[config.mk]
export PLATFORM = sky130hd
export DESIGN_NAME = prbs_link_selftest
export DESIGN_NICKNAME = d
export VERILOG_FILES = /design/src/rtl/prbs_st_pkg.sv /design/src/rtl/prbs_stepper.sv /design/src/rtl/prbs_gen.sv /design/src/rtl/prbs_chk.sv /design/src/rtl/prbs_pass_drive.sv /design/src/rtl/prbs_link_selftest.sv
export SDC_FILE = /design/constraint.sdc
export NUM_CORES = 1
export LEC_CHECK = 0
export ABC_AREA = 0
export BUFFER_PORTS_ARGS = -buffer_cell sky130_fd_sc_hd__buf_2
export CORE_MARGIN = 2
export CORE_UTILIZATION = 53
export DETAILED_ROUTE_END_ITERATION = 12
export GPL_ROUTABILITY_DRIVEN = 1
export GPL_TIMING_DRIVEN = 0
export MAX_ROUTING_LAYER = met4
export PLACE_DENSITY = 0.93
export SYNTH_ARGS = -nofsm -noshare
export SYNTH_HDL_FRONTEND = slang
export SYNTH_SLANG_ARGS = --single-unit
[constraint.sdc]
create_clock -name clk -period 4.8 [get_ports clk]
set_input_delay 0.48 -clock clk [delete_from_list [all_inputs] [get_ports clk]]
set_output_delay 0.48 -clock clk [all_outputs]
set_load 0.01 [all_outputs]
[src/rtl/prbs_st_pkg.sv]
package prbs_st_pkg;
  localparam int PRBS_W = 7;
  localparam int TAP_HI = 6;
  localparam int TAP_LO = 5;

  typedef enum logic [1:0] {
    CK_IDLE = 2'd0,
    CK_SEED = 2'd1,
    CK_RUN  = 2'd2
  } ck_state_e;
endpackage

[src/rtl/prbs_stepper.sv]
module prbs_stepper
  import prbs_st_pkg::*;
#(
  parameter int WORD_W = 24
) (
  input  logic [PRBS_W-1:0] state_i,
  output logic [WORD_W-1:0] word_o,
  output logic [PRBS_W-1:0] next_o
);
  logic [PRBS_W-1:0] chain [0:WORD_W];

  assign chain[0] = state_i;

  for (genvar i = 0; i < WORD_W; i++) begin : g_step
    logic fb;
    assign fb              = chain[i][TAP_HI] ^ chain[i][TAP_LO];
    assign chain[i+1]      = {chain[i][PRBS_W-2:0], fb};
    assign word_o[WORD_W-1-i] = fb;
  end

  assign next_o = chain[WORD_W];
endmodule

[src/rtl/prbs_gen.sv]
module prbs_gen
  import prbs_st_pkg::*;
#(
  parameter int                WORD_W = 24,
  parameter logic [PRBS_W-1:0] SEED   = 7'h7F
) (
  input  logic              clk,
  input  logic              rst_n,
  input  logic              gen_en,
  input  logic              vid_valid,
  output logic              vid_ready,
  input  logic [WORD_W-1:0] vid_data,
  output logic              tx_valid,
  input  logic              tx_ready,
  output logic [WORD_W-1:0] tx_data
);
  logic [PRBS_W-1:0] lfsr_q;
  logic [PRBS_W-1:0] lfsr_nx;
  logic [WORD_W-1:0] pat_word;

  prbs_stepper #(.WORD_W(WORD_W)) u_step (
    .state_i (lfsr_q),
    .word_o  (pat_word),
    .next_o  (lfsr_nx)
  );

  always_ff @(posedge clk or negedge rst_n) begin
    if (!rst_n) begin
      lfsr_q <= SEED;
    end else if (!gen_en) begin
      lfsr_q <= SEED;
    end else if (tx_ready) begin
      lfsr_q <= lfsr_nx;
    end
  end

  always_comb begin
    if (gen_en) begin
      tx_valid  = 1'b1;
      tx_data   = pat_word;
      vid_ready = 1'b0;
    end else begin
      tx_valid  = vid_valid;
      tx_data   = vid_data;
      vid_ready = tx_ready;
    end
  end
endmodule

[src/rtl/prbs_chk.sv]
module prbs_chk
  import prbs_st_pkg::*;
#(
  parameter int WORD_W = 24
) (
  input  logic              clk,
  input  logic              rst_n,
  input  logic              chk_en,
  input  logic              rx_valid,
  input  logic [WORD_W-1:0] rx_data,
  output logic              busy_o,
  output logic              err_o,
  output logic              verdict_o
);
  ck_state_e         st_q;
  logic [PRBS_W-1:0] lfsr_q;
  logic [PRBS_W-1:0] exp_nx;
  logic [WORD_W-1:0] exp_word;
  logic              mismatch;
  logic              err_q;
  logic              verdict_q;

  prbs_stepper #(.WORD_W(WORD_W)) u_step (
    .state_i (lfsr_q),
    .word_o  (exp_word),
    .next_o  (exp_nx)
  );

  assign mismatch = (rx_data != exp_word);

  always_ff @(posedge clk or negedge rst_n) begin
    if (!rst_n) begin
      st_q      <= CK_IDLE;
      lfsr_q    <= '0;
      err_q     <= 1'b0;
      verdict_q <= 1'b1;
    end else begin
      err_q <= 1'b0;
      case (st_q)
        CK_IDLE: begin
          if (chk_en) begin
            verdict_q <= 1'b1;
            if (rx_valid) begin
              lfsr_q <= rx_data[PRBS_W-1:0];
              st_q   <= CK_RUN;
            end else begin
              st_q   <= CK_SEED;
            end
          end
        end
        CK_SEED: begin
          if (!chk_en) begin
            st_q <= CK_IDLE;
          end else if (rx_valid) begin
            lfsr_q <= rx_data[PRBS_W-1:0];
            st_q   <= CK_RUN;
          end
        end
        CK_RUN: begin
          if (!chk_en) begin
            st_q <= CK_IDLE;
          end else if (rx_valid) begin
            err_q  <= mismatch;
            lfsr_q <= exp_nx;
            if (mismatch) verdict_q <= 1'b0;
          end
        end
        default: st_q <= CK_IDLE;
      endcase
    end
  end

  assign busy_o    = (st_q != CK_IDLE);
  assign err_o     = err_q;
  assign verdict_o = verdict_q;
endmodule

[src/rtl/prbs_pass_drive.sv]
module prbs_pass_drive (
  input  logic clk,
  input  logic busy,
  input  logic err,
  input  logic verdict,
  output logic pass_o
);
  always_comb begin
    if (busy) pass_o = ~(err & ~clk);
    else      pass_o = verdict;
  end
endmodule

[src/rtl/prbs_link_selftest.sv]
module prbs_link_selftest
  import prbs_st_pkg::*;
#(
  parameter int                WORD_W = 24,
  parameter logic [PRBS_W-1:0] SEED   = 7'h7F
) (
  input  logic              clk,
  input  logic              rst_n,
  input  logic              gen_en,
  input  logic              vid_valid,
  output logic              vid_ready,
  input  logic [WORD_W-1:0] vid_data,
  output logic              tx_valid,
  input  logic              tx_ready,
  output logic [WORD_W-1:0] tx_data,
  input  logic              chk_en,
  input  logic              rx_valid,
  input  logic [WORD_W-1:0] rx_data,
  output logic              test_pass
);
  logic chk_busy;
  logic err_pulse;
  logic verdict;

  prbs_gen #(.WORD_W(WORD_W), .SEED(SEED)) u_gen (
    .clk       (clk),
    .rst_n     (rst_n),
    .gen_en    (gen_en),
    .vid_valid (vid_valid),
    .vid_ready (vid_ready),
    .vid_data  (vid_data),
    .tx_valid  (tx_valid),
    .tx_ready  (tx_ready),
    .tx_data   (tx_data)
  );

  prbs_chk #(.WORD_W(WORD_W)) u_chk (
    .clk       (clk),
    .rst_n     (rst_n),
    .chk_en    (chk_en),
    .rx_valid  (rx_valid),
    .rx_data   (rx_data),
    .busy_o    (chk_busy),
    .err_o     (err_pulse),
    .verdict_o (verdict)
  );

  prbs_pass_drive u_pass (
    .clk     (clk),
    .busy    (chk_busy),
    .err     (err_pulse),
    .verdict (verdict),
    .pass_o  (test_pass)
  );
endmodule

# == Word level (Yosys, flattened, before mapping) ==
# Cells that the tools add are included.
# word_totals
wordCells,101
ramBits,0
memories,0
romBits,0
out_inout_bits,27
latchBits,0
in_bits,55
reg_bits,18
# op_classes
magnitude_cmp,0
reduce_logical,8
n_shift,0
div_mod_pow,0
addsub,0
eq_ne,12
n_mul,0
n_mux,25
bitwise,51
# op_table
op,n
1-bit bitwise XOR,48
7-bit 2-to-1 mux,6
24-bit 2-to-1 mux,1
24-bit != test,1
7-bit case mux with 2 select lines,1
1-bit 2-to-1 mux,10
2-bit 2-to-1 mux,5
5-bit AND reduction,2
2-bit by 1-bit != test with 1-bit output (second input constant),4
2-bit != test (second input constant),4
2-bit case mux with 3 select lines,1
2-bit nonzero test,3
3-bit != test (second input constant),1
3-bit AND reduction,1
2-bit by 1-bit == test with 1-bit output (second input constant),1
2-bit == test (second input constant),1
2-bit logical NOT,1
1-bit NOT,2
1-bit case mux with 2 select lines,1
2-bit OR reduction,1
1-bit bitwise AND,1

# == Longest topological paths before layout ==
# logic_depth
word_depth,9
ltp_mapped,7
ltp_nobuf,6

# == Modules after synthesis ==
# Synthesis repeated with hierarchy kept, for this count alone.
# unflattened
hier_cells,263
hier_area_um2,2587.5
# by_module_without_submodules
mod,area_per_inst_um2,cells_each,seq_area_each_um2,instances
prbs_stepper,556.8,65,0.0,2
prbs_chk,750.7,78,276.5,1
prbs_gen,709.4,52,183.9,1
prbs_pass_drive,13.8,3,0.0,1

==> impl_metrics.toml <==
[placement]
place.gp.congestion = 0.831
place_area_mm2 = 0.00249
hpwl_um = 4080
io_buffer_count = 80

[routing]
drtPass1Iterations = 4
via_per_inst = 5.55
routed_wl_um = 5540
drtIter0Drc = 137
drc = 0
wl_per_cell_um = 14.4
dr_total_vias = 2137
detail-route-antenna-nets = 0

[logic_synthesis]
ys_warn_count = 0
synth_edf_count = 0
synth.distinct_cells = 39
synth_flop_cell = "dfrtp_1"
syn_nets = 305
netlist_area_mm2 = 0.00203
avgSynthCellArea_um2 = 8.12
ys_ff_latch = 18
ys_seq_area_share_pct = 22.7
synthCells = 250
async_flop_share_pct = 100

[grt]
grt_max_degree = 19
overflow = 0
grt_usage_pct = 26.8
antenna_found_initial = 0
grt_pass1_wl_um = 8820
grt_pass1_vias = 2003

[cts]
postCtsHoldBufs = 0
path_clk_slew_ps = 70
post_cts_resized = 0
post-cts-setup-buffer-count = 0
worst_skew_pair.late_latency_ps = 360
cts_tree = "done"

[sta]
rsz0062_at_grt = "false"
setup_viol = 0
drv_slew = 0
hold_viol = 0
max-slew-margin-rel_pct = 60.3
fin_skew_ps = 1.66
fin_setup_tns_ps = 0
tightestPinTransition_ps = 595

[finish]
fin_area_mm2 = 0.00258
final_common_cell = "buf_2"
nNetsFinal = 393
antenna_cells = 0
layout-drive-gt1-share_pct = 33.8
finish.utilization_pct = 70.4
layout_common_cells = "buf_2, xnor2_1, a21oi_1, nor2_1, xor2_1"
area_growth_pct = 26.9

[critical_path]
worstPathArrival_ps = 2970
cp_top_family = "buffers and inverters"
crit_chain = "clkbuf_8, clkbuf_8, nor2b_1, o21ai_0, buf_2"
crit_path_end_kind = "output pin"
slowest_delay_ps = 150
critPathKind = "clk -> out"
critPathLaunchType = "clock port"
path_common_cell = "clkbuf_8"
cp_slowest_cell = "buf_2"
required_ps = 4320
crit_buf_inv = 3
cp_max_fo = 2

[hold_path]
hold_class = "in -> async"

[floorplanning]
chipHeight_um = 65.9
core_region_area_mm2 = 0.00366
start_util_pct = 55.5
io-pin-count = 82
die-area_mm2 = 0.00434
rows = 22
die_x_um = 65.9

[run_status]
status = "finished clean"

[power_and_ir_drop]
power_w = 0.00115
ir_drop_v = 0.000198
power_density_mw_per_mm2 = 446
p_leak_nw = 1.19

[flow_run]
drv_cap = 0
metal layers:
| layer | wire (µm) | GRT usage, % | vias up |
|---|---|---|---|
| met3 | 336 | 5.11 | 27 |
| met5 | 0 | - | - |
| met4 | 193 | 14.3 | 0 |
| met2 | 2810 | 44.8 | 100 |
| li1 | - | - | 1015 |
| met1 | 2210 | 30.3 | 995 |
cell families (layout without fill, tap and decap cells):
logic type,after synthesis,after routing,synth area share [%]
DFF,18,18,22.7
and+or+nand+nor,63,63,15.0
xor gates and xnor gates,65,65,32.3
buffers and inverters,32,119,7.76
muxes,6,6,3.27
AOI/OAI and AO/OA,66,66,18.9
final cells by class:
type	instances	area [µm²]
multi-input combinational	200	1410
tap	48	60.1
timing repair buffer	79	395
clock buffer	8	91.3
inverter	7	26.3
sequential	18	460
fill	279	1080
buffer	25	131
worst register-to-register path, delay by kind of cell (launching register included):
| family | cells | cell delay, ps |
|---|---|---|
| simple gates | 2 | 500 |
| xor+xnor | 1 | 380 |
| compound gates | 3 | 600 |
| flops | 1 | 340 |
| buf+inv | 1 | 260 |
through the flow:
| stage | setup slack [ps] | instances | hold slack (ps) |
|---|---|---|---|
| 3_5_place_dp | 1650 | 378 | 426 |
| 4_1_cts | 1330 | 385 | 40.7 |
| 5_1_grt | 1330 | 385 | 53.9 |
| 6_report | 1350 | 385 | 30.1 |
| 3_3_place_gp | 1650 | 378 | 418 |
| 2_1_floorplan | 1710 | 250 | 184 |
state kept, by name, indices dropped and copies added, names as in the netlist:
signal,cells
u_gen.lfsr_q,7
u_chk.lfsr_q,7
u_chk.verdict_o,1
u_chk.st_q,2
u_chk.err_o,1
path summary, 6_finish.rpt:
kind	depth (start not counted)	slack (ps)	startpoint	end
max	5	1350	clk	test_pass
max in group asynchronous	1	4440	rst_n	u_gen.lfsr_q[1]
max reg2reg	7	2680	u_chk.lfsr_q[6]	u_chk.verdict_o
min in group clk	2	290	rx_valid	u_chk.st_q[0]
min	1	30	rst_n	u_chk.lfsr_q[5]
min reg2reg	1	530	u_chk.verdict_o	u_chk.verdict_o
power by group:
group / internal (W) / switching, W / leakage, nW
clock network: 0.000114 / 0.0000660 / 0.0510
registers: 0.000189 / 0.00000911 / 0.200
logic: 0.000363 / 0.000408 / 0.938
cells in the mapped netlist (3+ instances only):
cell	number	area, µm²
nand3_1	4	20.0
xor2_1	17	149
mux2_2	5	56.3
xor3_1	4	95.1
nor2_1	29	109
xnor2_1	42	368
dfstp_2	8	210
clkbuf_1	12	45.0
buf_6	3	33.8
nor3_1	3	15.0
dfrtp_1	10	250
buf_2	5	25.0
nand2b_1	5	31.3
o21ai_0	13	65.1
and3_1	6	37.5
o22ai_1	4	25.0
or3_1	3	18.8
a21oi_1	38	190
inv_1	7	26.3
nand2_1	7	26.3
Power figures use the tool's default switching activity.
